[config.mk]
export PLATFORM = sky130hd
export DESIGN_NAME = dly_tune_engine
export DESIGN_NICKNAME = d
export VERILOG_FILES = /design/src/rtl/dly_tune_pkg.sv /design/src/rtl/dly_tune_dp.sv /design/src/rtl/dly_tune_ctl.sv /design/src/rtl/dly_tune_engine.sv
export SDC_FILE = /design/constraint.sdc
export NUM_CORES = 1
export LEC_CHECK = 0
export BUFFER_PORTS_ARGS = -buffer_cell sky130_fd_sc_hd__buf_2
export CORE_MARGIN = 2
export CORE_UTILIZATION = 24
export DETAILED_ROUTE_END_ITERATION = 16
export MAX_ROUTING_LAYER = met4
export PLACE_DENSITY_LB_ADDON = 0.12
export SYNTH_ARGS = -nofsm -noshare
export SYNTH_HDL_FRONTEND = slang
export SYNTH_HIERARCHICAL = 1
export SYNTH_SLANG_ARGS = --single-unit
[constraint.sdc]
create_clock -name clk -period 4.6 [get_ports clk]
set_input_delay 0.69 -clock clk [delete_from_list [all_inputs] [get_ports clk]]
set_output_delay 0.69 -clock clk [all_outputs]
set_load 0.02 [all_outputs]
[src/rtl/dly_tune_pkg.sv]
package dly_tune_pkg;

  // strobes from control to datapath
  typedef struct packed {
    logic clearRun;   // code <= 0, raise mode controls
    logic incCode;    // code <= code + 1
    logic latchLo;    // lower bound <= code
    logic loMax;      // lower bound <= top code
    logic hiMax;      // upper bound <= top code
    logic hiPrev;     // upper bound <= code - 1
    logic loadMid;    // code <= (lower + upper) / 2
    logic loadSettle; // settle counter <= settleCycles
    logic decSettle;  // settle counter - 1
    logic latchRes;   // capture final outcome
    logic clrExec;    // drop execute-tuning control
  } tuneCmd_t;

  typedef enum logic [2:0] {
    ST_IDLE, ST_SETTLE, ST_REQ, ST_WAIT, ST_MID
  } tuneState_t;

  typedef enum logic [1:0] {
    PH_LOW, PH_HIGH, PH_FIN
  } tunePhase_t;

endpackage

[src/rtl/dly_tune_dp.sv]
module dly_tune_dp
  import dly_tune_pkg::*;
#(
  parameter int CODE_W   = 7,
  parameter int SETTLE_W = 16
) (
  input  logic                clk,
  input  logic                rstN,
  input  tuneCmd_t            cmd,
  input  logic [SETTLE_W-1:0] settleCycles,
  input  logic                trialPass,
  output logic [CODE_W-1:0]   code,
  output logic                lastStep,
  output logic                settleZero,
  output logic                execTune,
  output logic                smpClkSel,
  output logic                fbClkSel,
  output logic                resPass
);

  localparam logic [CODE_W-1:0] CODE_MAX = {CODE_W{1'b1}};
  localparam logic [CODE_W-1:0] CODE_ONE = CODE_W'(1);

  logic [CODE_W-1:0]   loBound, hiBound;
  logic [SETTLE_W-1:0] settleCnt;
  logic [CODE_W:0]     boundSum;

  assign boundSum   = {1'b0, loBound} + {1'b0, hiBound};
  assign lastStep   = (code >= CODE_MAX - CODE_ONE);
  assign settleZero = (settleCnt == '0);

  always_ff @(posedge clk or negedge rstN) begin
    if (!rstN) begin
      code      <= '0;
      loBound   <= '0;
      hiBound   <= '0;
      settleCnt <= '0;
      execTune  <= 1'b0;
      smpClkSel <= 1'b0;
      fbClkSel  <= 1'b0;
      resPass   <= 1'b0;
    end else begin
      if (cmd.clearRun) begin
        code      <= '0;
        execTune  <= 1'b1;
        smpClkSel <= 1'b1;
        fbClkSel  <= 1'b1;
      end else if (cmd.incCode) begin
        code <= code + CODE_ONE;
      end else if (cmd.loadMid) begin
        code <= boundSum[CODE_W:1];
      end
      if (cmd.loMax)        loBound <= CODE_MAX;
      else if (cmd.latchLo) loBound <= code;
      if (cmd.hiMax)        hiBound <= CODE_MAX;
      else if (cmd.hiPrev)  hiBound <= code - CODE_ONE;
      if (cmd.loadSettle)     settleCnt <= settleCycles;
      else if (cmd.decSettle) settleCnt <= settleCnt - SETTLE_W'(1);
      if (cmd.latchRes) resPass  <= trialPass;
      if (cmd.clrExec)  execTune <= 1'b0;
    end
  end

endmodule

[src/rtl/dly_tune_ctl.sv]
module dly_tune_ctl
  import dly_tune_pkg::*;
(
  input  logic     clk,
  input  logic     rstN,
  input  logic     start,
  input  logic     trialDone,
  input  logic     trialPass,
  input  logic     lastStep,
  input  logic     settleZero,
  output tuneCmd_t cmd,
  output logic     trialReq,
  output logic     busy,
  output logic     done
);

  tuneState_t state, stateNxt;
  tunePhase_t phase, phaseNxt;

  assign trialReq = (state == ST_REQ);
  assign busy     = (state != ST_IDLE);

  always_comb begin
    cmd      = '0;
    stateNxt = state;
    phaseNxt = phase;
    unique case (state)
      ST_IDLE: if (start) begin
        cmd.clearRun   = 1'b1;
        cmd.loadSettle = 1'b1;
        phaseNxt       = PH_LOW;
        stateNxt       = ST_SETTLE;
      end
      ST_SETTLE: begin
        if (settleZero) stateNxt = ST_REQ;
        else            cmd.decSettle = 1'b1;
      end
      ST_REQ: stateNxt = ST_WAIT;
      ST_WAIT: if (trialDone) begin
        unique case (phase)
          PH_LOW: begin
            if (trialPass) cmd.latchLo = 1'b1;
            if (trialPass && lastStep) begin
              cmd.hiMax = 1'b1;
              stateNxt  = ST_MID;
            end else if (lastStep) begin
              cmd.loMax = 1'b1;
              cmd.hiMax = 1'b1;
              stateNxt  = ST_MID;
            end else begin
              cmd.incCode    = 1'b1;
              cmd.loadSettle = 1'b1;
              stateNxt       = ST_SETTLE;
              if (trialPass) phaseNxt = PH_HIGH;
            end
          end
          PH_HIGH: begin
            if (!trialPass) begin
              cmd.hiPrev = 1'b1;
              stateNxt   = ST_MID;
            end else if (lastStep) begin
              cmd.hiMax = 1'b1;
              stateNxt  = ST_MID;
            end else begin
              cmd.incCode    = 1'b1;
              cmd.loadSettle = 1'b1;
              stateNxt       = ST_SETTLE;
            end
          end
          default: begin
            cmd.latchRes = 1'b1;
            cmd.clrExec  = 1'b1;
            stateNxt     = ST_IDLE;
          end
        endcase
      end
      ST_MID: begin
        cmd.loadMid    = 1'b1;
        cmd.loadSettle = 1'b1;
        phaseNxt       = PH_FIN;
        stateNxt       = ST_SETTLE;
      end
      default: stateNxt = ST_IDLE;
    endcase
  end

  always_ff @(posedge clk or negedge rstN) begin
    if (!rstN) begin
      state <= ST_IDLE;
      phase <= PH_LOW;
      done  <= 1'b0;
    end else begin
      state <= stateNxt;
      phase <= phaseNxt;
      done  <= cmd.latchRes;
    end
  end

endmodule

[src/rtl/dly_tune_engine.sv]
module dly_tune_engine
  import dly_tune_pkg::*;
#(
  parameter int CODE_W   = 7,
  parameter int CODE_LSB = 8,
  parameter int WORD_W   = 16,
  parameter int SETTLE_W = 16
) (
  input  logic                clk,
  input  logic                rstN,
  input  logic                start,
  input  logic [SETTLE_W-1:0] settleCycles,
  output logic                trialReq,
  input  logic                trialDone,
  input  logic                cmdErr,
  input  logic                dataErr,
  output logic [CODE_W-1:0]   delayCode,
  output logic [WORD_W-1:0]   tuneWord,
  output logic                execTune,
  output logic                smpClkSel,
  output logic                fbClkSel,
  output logic                busy,
  output logic                done,
  output logic                tunePass
);

  tuneCmd_t cmd;
  logic     trialPass, lastStep, settleZero;

  assign trialPass = !(cmdErr || dataErr);
  assign tuneWord  = WORD_W'(delayCode) << CODE_LSB;

  dly_tune_ctl u_ctl (
    .clk(clk), .rstN(rstN), .start(start), .trialDone(trialDone),
    .trialPass(trialPass), .lastStep(lastStep), .settleZero(settleZero),
    .cmd(cmd), .trialReq(trialReq), .busy(busy), .done(done)
  );

  dly_tune_dp #(.CODE_W(CODE_W), .SETTLE_W(SETTLE_W)) u_dp (
    .clk(clk), .rstN(rstN), .cmd(cmd), .settleCycles(settleCycles),
    .trialPass(trialPass), .code(delayCode), .lastStep(lastStep),
    .settleZero(settleZero), .execTune(execTune), .smpClkSel(smpClkSel),
    .fbClkSel(fbClkSel), .resPass(tunePass)
  );

endmodule

**After elaboration in Yosys (flattened, before gate mapping)**

Cells that the tools add are included.

- Output and inout bits: 30
- Bits of input ports: 22
- Bits in registers: 46
- Logic and storage cells: 95

- Order comparisons: 1
- Reduce and logical (&&, ||, !) cells: 16
- Equality and inequality tests: 12
- Add/sub/neg operators: 4
- Mux-type cells: 52

Operators by type and width:

| operator | number |
|---|---|
| $mux W7 | 7 |
| $mux W16 | 2 |
| $mux W2 | 11 |
| $mux W1 | 18 |
| $mux W3 | 6 |
| $logic_not A16 Y1 | 1 |
| $sub A16 B1 Y16 const B | 1 |
| $pmux W3 S5 | 1 |
| $ne A2 B2 Y1 const B | 7 |
| $mux W5 | 2 |
| $reduce_bool A3 Y1 | 3 |
| $add A7 B7 Y8 | 1 |
| $reduce_bool A2 Y1 | 4 |
| $add A7 B1 Y7 const B | 1 |
| $ge A7 B7 Y1 const B | 1 |
| $reduce_and A7 Y1 | 1 |
| $sub A7 B1 Y7 const B | 1 |
| $eq A3 B2 Y1 const B | 2 |
| $pmux W2 S3 | 1 |
| $pmux W3 S2 | 1 |
| $pmux W1 S2 | 2 |
| $eq A3 B1 Y1 const B | 1 |
| $eq A3 B3 Y1 const B | 1 |
| $logic_not A3 Y1 | 1 |
| 8 further kinds | 8 |

**Logic depth before layout (Yosys ltp)**

Gate-level depths: netlist of the first run.

- Word-level depth: 9
- Gate-level depth with buffers: 9
- Depth with buffers taken out: 9

**Modules after synthesis**

Netlist of the first run, hierarchy kept.

Modules (own cells, without submodules):

| module | seq. area each (sq um) | cells each | area an instance (sq um) | instances |
|---|---|---|---|---|
| dly_tune_dp | 1001.0 | 259 | 2427.3 | 1 |
| dly_tune_ctl | 150.1 | 47 | 451.7 | 1 |
| dly_tune_engine | 0.0 | 18 | 127.6 | 1 |

**Worst setup path before layout of the first run**

No wires, ideal clock.

- Path kind: reg2reg
- From: register u_dp.code[0]
- To: register u_dp.code[5]
- Arrival: 2182 ps
- Buffers on the path: 0
- Library setup time: 82 ps
- Clock period less this slack: 2264 ps
- Path slack: 2336 ps
- Required time: 4518 ps
- Cell stages (with the launch flop): 10
- Cells stage by stage: dfrtp_1 -> inv_1 -> ha_1 -> o21ai_0 -> nor2_1 -> nor3_1 -> and4_1 -> nand3_1 -> mux2_2 -> a31oi_1

RTL lines:

| element | line | source |
|---|---|---|
| start: declaration | dly_tune_dp.sv:12 | `output logic [CODE_W-1:0] code,` |
| start signal: assignment | dly_tune_dp.sv:49 | `code <= code + CODE_ONE;` |
| start signal: assignment | dly_tune_dp.sv:51 | `code <= boundSum[CODE_W:1];` |

==> impl_metrics.tcl, run 1 <==
set metrics [dict create \
    status "finished clean" \
    rsz0062_at_grt "false" \
    synth.most_common_cell "dfrtp_1" \
    cts_hold_buf 0 \
    yosysWarnings 6 \
    drt_iter0_markers 84 \
    min_period_over_period_pct 60.4 \
    viasPerCell 4.40 \
    dp.cells 511 \
    clock_sinks 46 \
    seq_area_frac_synth_pct 38.3 \
    clkLatencyLatePin_ns 0.29 \
    fin_hold_ws_ns 0.485 \
    synth_largest_area_cell "dfrtp_1" \
    rr_worst_depth 7 \
    synth-xor-area-share_pct 6.41 \
    fp-row-count 40 \
    vias 2283 \
    synth_commonest_cells "dfrtp_1 (46), nand2_1 (29), o21ai_0 (26), nor2_1 (23), buf_4 (21)" \
    netlist_area_um2 3010 \
    syn_area_per_cell_um2 9.28 \
    met1Wirelength_um 3620 \
    tightest_slew_ns 1.12 \
    firstDrtPassIters 4 \
    setup.worst_path.end_class "register" \
    cts_buffer_depth 2 \
    synth_top_family_by_area "simple AND/OR/NAND/NOR gates" \
    core_um2 12100 \
    synthAdderAreaFrac_pct 4.83 \
    highest_layer "met4" \
    synth_compound_area_share_pct 14.6 \
    cts_tree "built" \
    ant_nets 0 \
    finalSetupViolations 0 \
    grt_first_pass_wirelength_um 11700 \
    synth_top_area_share_pct 38.3 \
    avgRoutedWirePerCell_um 13.5 \
    grt_usage_pct 11.5 \
    hold_violations 0 \
    syn_inst 324 \
    antenna_found_initial 0 \
    io-pin-count 52 \
    root_buffer "clkbuf_16" \
    grt_remaining_overflow 0 \
    synthFlopType "dfrtp_1" \
    slew_violations 0 \
    die_width_um 116 \
    arrival_ns 2.96 \
    drv_cap 0 \
    drive_above_1_share_pct 20.5 \
    min_period_ns 2.78 \
    crit_type "register to register" \
    fin_cells 519 \
    totalWireLength_um 7030 \
    portBuffers 42 \
    p_total_mw 1.26 \
    layout.nets 383 \
    yosys-top-cells-area "dfrtp_1 (38%), buf_4 (5.2%), xor2_1 (4.4%), o21ai_0 (4.3%), ha_1 (4.2%)" \
    globalplace.congestion 0.761 \
    crit_required_ns 4.78 \
    p_leak_nw 1.52 \
    synthMuxAreaShare_pct 2.21 \
    critPathMaxStageDelay_ns 0.98 \
    first_global_vias 2327 \
    hpwlAfterDp_um 4890 \
    path_clk_slew_ns 0.07 \
    wl_met2_um 3080 \
    remaining_drc_errors 0 \
    cts_made_buffers 5 \
    die_h_um 116 \
    cts_setup_buffers 0 \
    path_cells "inv_1, ha_1, o21ai_0, nor2_1, o31ai_4, nor2b_1, a221o_1" \
    synth-seq-cells 46 \
    synthSimpleGateAreaFrac_pct 25.4 \
    start_kind "register" \
    post-place-ws_ns 1.72 \
    tns_ns 0 \
    syn_to_final_growth_pct 14.1 \
    grt_max_degree 47 \
    slew_headroom_pct 25.1 \
    start_util_pct 24.8 \
    max_clock_freq_mhz 360 \
    fin_ws_ns 1.82 \
    die_area_um2 13400 \
    synthArstFlopShare_pct 100 \
    cp_max_fo 33 \
    ctsResizeCount 0 \
    diodes 0 \
    clock-skew-final_ns 0.00883 \
    htreeDepth 2 \
    p_per_area_nw_per_um2 368 \
    ir_worst_vdd_v 0.000143 \
    wl_met3_um 267 \
    crit_slowest_cell "o31ai_4" \
    min_path_type "input pin to asynchronous set/reset pin" \
    synth_edf_count 0 \
    synth.distinct_cells 56 \
]
==> kinds of logic (layout without fill, tap and decap cells) <==
kind of cell,after synthesis,in the layout
other cells,1,9
buf+inv,42,61
mux,6,6
xor+xnor,22,22
compound gates,69,69
simple gates,127,127
flops,46,46
fa+ha+maj,11,11
==> worst max-delay path, delay by kind of cell, from the launching register on <==
kind	cells	cell delay (ns)
AO/OA/AOI/OAI	3	1.50
flip-flops	1	0.55
AND/OR/NAND/NOR	2	0.26
adder cells (fa/ha/maj)	1	0.21
buffers and inverters	1	0.14
==> registers in the layout (all words and copies together) (netlist names) <==
| signal | flops |
|---|---|
| u_ctl/done | 1 |
| u_dp/hiBound | 7 |
| u_dp/execTune | 1 |
| u_ctl/state | 3 |
| u_ctl/phase | 2 |
| u_dp/resPass | 1 |
| u_dp/code | 7 |
| u_dp/settleCnt | 16 |
| u_dp/fbClkSel | 1 |
| u_dp/loBound | 7 |
==> per-stage QoR <==
| stage | cell area (um^2) | utilization [%] |
|---|---|---|
| final | 3430 | 28.3 |
| after global routing | 3430 | 28.3 |
| after CTS | 3430 | 28.3 |
| after detailed placement | 3260 | 26.9 |
| after global placement | 3260 | 26.9 |
| after floorplan | 3040 | - |
==> cell usage in the layout (no fill, tap or decap), types with 3 or more instances in the layout <==
cell	Yosys	routed
nor3b_1	4	4
inv_1	9	9
a31oi_1	3	3
nand2_1	29	29
a21oi_1	16	16
a21o_1	3	3
xnor2_1	7	7
clkbuf_16	0	5
ha_1	10	10
xor2_1	15	15
nand2b_1	8	8
mux2_2	5	5
nor2_1	23	23
nor2b_1	13	13
nor3_1	7	7
nand4_1	6	6
dfrtp_1	46	46
buf_2	1	42
o21ai_0	26	26
a211o_1	9	9
nand3_1	7	7
or2_2	4	4
a211oi_1	3	3
nand4b_1	4	4
conb_1	1	9
==> where the power goes <==
group          total (mW)  leakage (nW)  switching, mW  internal [mW]
combinational       0.268         0.862          0.149          0.118
sequential          0.569         0.586         0.0941          0.475
clock               0.424        0.0760          0.167          0.257
total                1.26          1.52          0.411          0.850
==> path summary, 6_finish.rpt <==
| path | start | to | slack, ns |
|---|---|---|---|
| worst max-delay path | u_dp/code[0]$_DFFE_PN0P_ | u_dp/settleCnt[15]$_DFFE_PN0P_ | 1.82 |
| worst min-delay path | rstN | u_dp/loBound[6]$_DFFE_PN0P_ | 0.49 |
| worst max register to register | u_dp/code[0]$_DFFE_PN0P_ | u_dp/settleCnt[15]$_DFFE_PN0P_ | 1.82 |
| worst min register to register | u_dp/fbClkSel$_DFFE_PN0P_ | u_dp/fbClkSel$_DFFE_PN0P_ | 0.49 |
| max in group asynchronous | rstN | u_ctl/done$_DFF_PN0_ | 3.66 |
| min in group clk | u_dp/fbClkSel$_DFFE_PN0P_ | u_dp/fbClkSel$_DFFE_PN0P_ | 0.49 |
==> metal layers <==
metal	global-route usage, %	up-vias
li1	-	1155
met1	15.7	1076
met2	17.2	47
met3	2.46	5
met4	3.10	0
met5	-	-
==> cell type report <==
type,instances,area [um^2]
Clock inverter,3,45.0
Tap cell,168,210
Sequential cell,46,1150
Fill cell,1306,8680
Inverter,9,33.8
Multi-Input combinational cell,244,1640
Clock buffer,5,125
Timing Repair Buffer,44,225
(Power assumes the default switching activity.)
==> run 2: changes to the inputs <==
ABC_AREA = 1   (was not set)
clock period = 2.8 ns   (was 4.6 ns; I/O delays follow)
==> impl_metrics.tcl, run 2 <==
set metrics [dict create \
    status "finished clean" \
    p_per_area_nw_per_um2 1130 \
    viasPerCell 4.44 \
    globalplace.congestion 0.804 \
    cp_max_fo 19 \
    htreeDepth 2 \
    finalSetupViolations 0 \
    synthFlopType "dfrtp_1" \
    remaining_drc_errors 0 \
    netlist_area_um2 3240 \
    layout_commonest_cell "nand2_1" \
    io-pin-count 52 \
    clock-skew-final_ns 0.00682 \
    core_um2 13200 \
    p_leak_nw 1.91 \
    ant_nets 0 \
    fp-row-count 42 \
    drt_iter0_markers 154 \
    start_util_pct 24.5 \
    yosysWarnings 6 \
    drive_above_1_share_pct 18.3 \
    die_width_um 120 \
    die_h_um 120 \
    synth_largest_area_cell "dfrtp_1" \
    hpwlAfterDp_um 6630 \
    antenna_found_initial 0 \
    min_period_over_period_pct 86.3 \
    path_clk_slew_ns 0.07 \
    crit_required_ns 3.00 \
    syn_inst 454 \
    firstDrtPassIters 4 \
    clock_sinks 46 \
    synth_commonest_cells "nand2_1 (111), inv_1 (54), nor2_1 (50), dfrtp_1 (46), nand3_1 (33)" \
    setup.worst_path.end_class "register" \
    cts_hold_buf 0 \
    totalWireLength_um 8880 \
    synthArstFlopShare_pct 100 \
    max_clock_freq_mhz 414 \
    largest_register "u_dp/settleCnt" \
    seq_area_frac_synth_pct 35.5 \
    root_buffer "clkbuf_16" \
    slew_violations 0 \
    min_period_ns 2.42 \
    start_kind "register" \
    fill_cells 1483 \
    ir_worst_vdd_v 0.000297 \
    drv_cap 0 \
    clkLatencyLatePin_ns 0.29 \
    synth_top_area_share_pct 35.5 \
    rsz0062_at_grt "false" \
    cts_setup_buffers 0 \
    syn_area_per_cell_um2 7.14 \
    tns_ns 0 \
    min_path_type "input pin to asynchronous set/reset pin" \
    synth_edf_count 0 \
    tightest_slew_ns 0.657 \
    arrival_ns 2.62 \
    yosys-top-cells-area "dfrtp_1 (36%), nand2_1 (13%), inv_1 (6.3%), nor2_1 (5.8%), nand3_1 (5.1%)" \
    vias 2991 \
    diodes 0 \
    grt_max_degree 47 \
    cts_buffer_depth 2 \
    mostFrequentLayoutCells "nand2_1 (111), inv_1 (54), nor2_1 (50), dfrtp_1 (46), buf_2 (42)" \
    crit_type "register to register" \
    p_total_mw 4.23 \
    die_area_um2 14500 \
    slew_headroom_pct 56.2 \
    grt_remaining_overflow 0 \
    cts_made_buffers 5 \
    avgRoutedWirePerCell_um 13.2 \
    synth-seq-cells 46 \
    syn_to_final_growth_pct 15.8 \
    largest_register_ff_count 16 \
    cts_tree "built" \
    synth.distinct_cells 38 \
    synth.most_common_cell "nand2_1" \
    hold_violations 0 \
    first_global_vias 2928 \
    layout.nets 530 \
    grt_usage_pct 13.3 \
    grt_first_pass_wirelength_um 15000 \
    ctsResizeCount 0 \
    portBuffers 42 \
]
-- run 2: cell count changes in the layout (fill, tap and decap cells not counted), sizes merged, moves of 7 or more --
cell	delta
nand2	+89
nor2b	-13
nand2b	-9
nor2	+38
a211o	-9
a22oi	+8
xor2	-12
buf	+12
inv	+47
nand3	+27
a21oi	+7
-- run 2: final cells by class --
cell class              count  area [um^2]  share of cell area (%)
flip-flops and latches     46         1150                    30.7
repair buffers             56          315                    8.40
inverters                  57          219                    5.83
clock inverters             2         10.0                   0.267
multi-input cells         331         1710                    45.7
well taps                 176          220                    5.86
clock buffers               5          125                    3.33
-- run 2: cells by family (layout without fill, tap and decap cells) --
logic type / Yosys count / count (layout) / share of synthesized area, %
AND/OR/NAND/NOR: 242 / 242 / 34.7
multiplexers: 1 / 1 / 0.347
AO/OA/AOI/OAI: 63 / 63 / 11.0
buffers and inverters: 85 / 120 / 12.5
XOR/XNOR: 5 / 5 / 1.35
flip-flops: 46 / 46 / 35.5
other: 1 / 9 / 0.116
adder cells (fa/ha/maj): 11 / 11 / 4.48
-- run 2: worst paths after layout --
check / from / slack (ns) / endpoint / cells after the start
setup / recovery: u_dp/code[1]$_DFFE_PN0P_ / 0.38 / u_dp/settleCnt[2]$_DFFE_PN0P_ / 10
hold / removal: rstN / 0.24 / u_dp/code[4]$_DFFE_PN0P_ / 2
setup reg to reg: u_dp/code[1]$_DFFE_PN0P_ / 0.38 / u_dp/settleCnt[2]$_DFFE_PN0P_ / 10
hold reg to reg: u_dp/execTune$_DFFE_PN0P_ / 0.50 / u_dp/execTune$_DFFE_PN0P_ / 2
max in group asynchronous: rstN / 2.12 / u_ctl/state[1]$_DFFE_PN0P_ / 2
min in group clk: settleCycles[14] / 0.35 / u_dp/settleCnt[14]$_DFFE_PN0P_ / 3
-- run 2: stage by stage --
stage | area [um^2] | std cells | hold WS, ns | utilization [%] | worst slack [ns]
2_1_floorplan | 3270 | 462 | 0.124 | - | 0.593
3_3_place_gp | 3620 | 666 | 0.470 | 27.3 | 0.501
3_5_place_dp | 3620 | 666 | 0.485 | 27.3 | 0.360
4_1_cts | 3750 | 673 | 0.273 | 28.4 | 0.342
5_1_grt | 3750 | 673 | 0.304 | 28.4 | 0.147
6_report | 3750 | 673 | 0.237 | 28.4 | 0.384
-- run 2: worst max-delay path, cell delays in order, from the launching register on --
cell,delay [ns]
dfrtp_1,0.54
ha_1,0.22
o21ai_0,0.07
nor3_1,0.33
nor2_1,0.12
nand3_1,0.12
o21ai_1,0.11
buf_4,0.23
nor2_4,0.27
inv_2,0.12
o211ai_1,0.19
-- run 2: power breakdown --
part | total [mW] | switching, mW | internal, mW
clock network | 0.589 | 0.265 | 0.324
logic | 2.41 | 1.56 | 0.857
registers | 1.23 | 0.288 | 0.943
-- run 2: layer usage --
metal | global-route usage, % | up-vias | wire [um]
met1 | 18.1 | 1394 | 4470
met2 | 21.0 | 55 | 4100
li1 | - | 1538 | -
met3 | 1.98 | 4 | 228
met5 | - | - | 0
met4 | 3.05 | 0 | 76
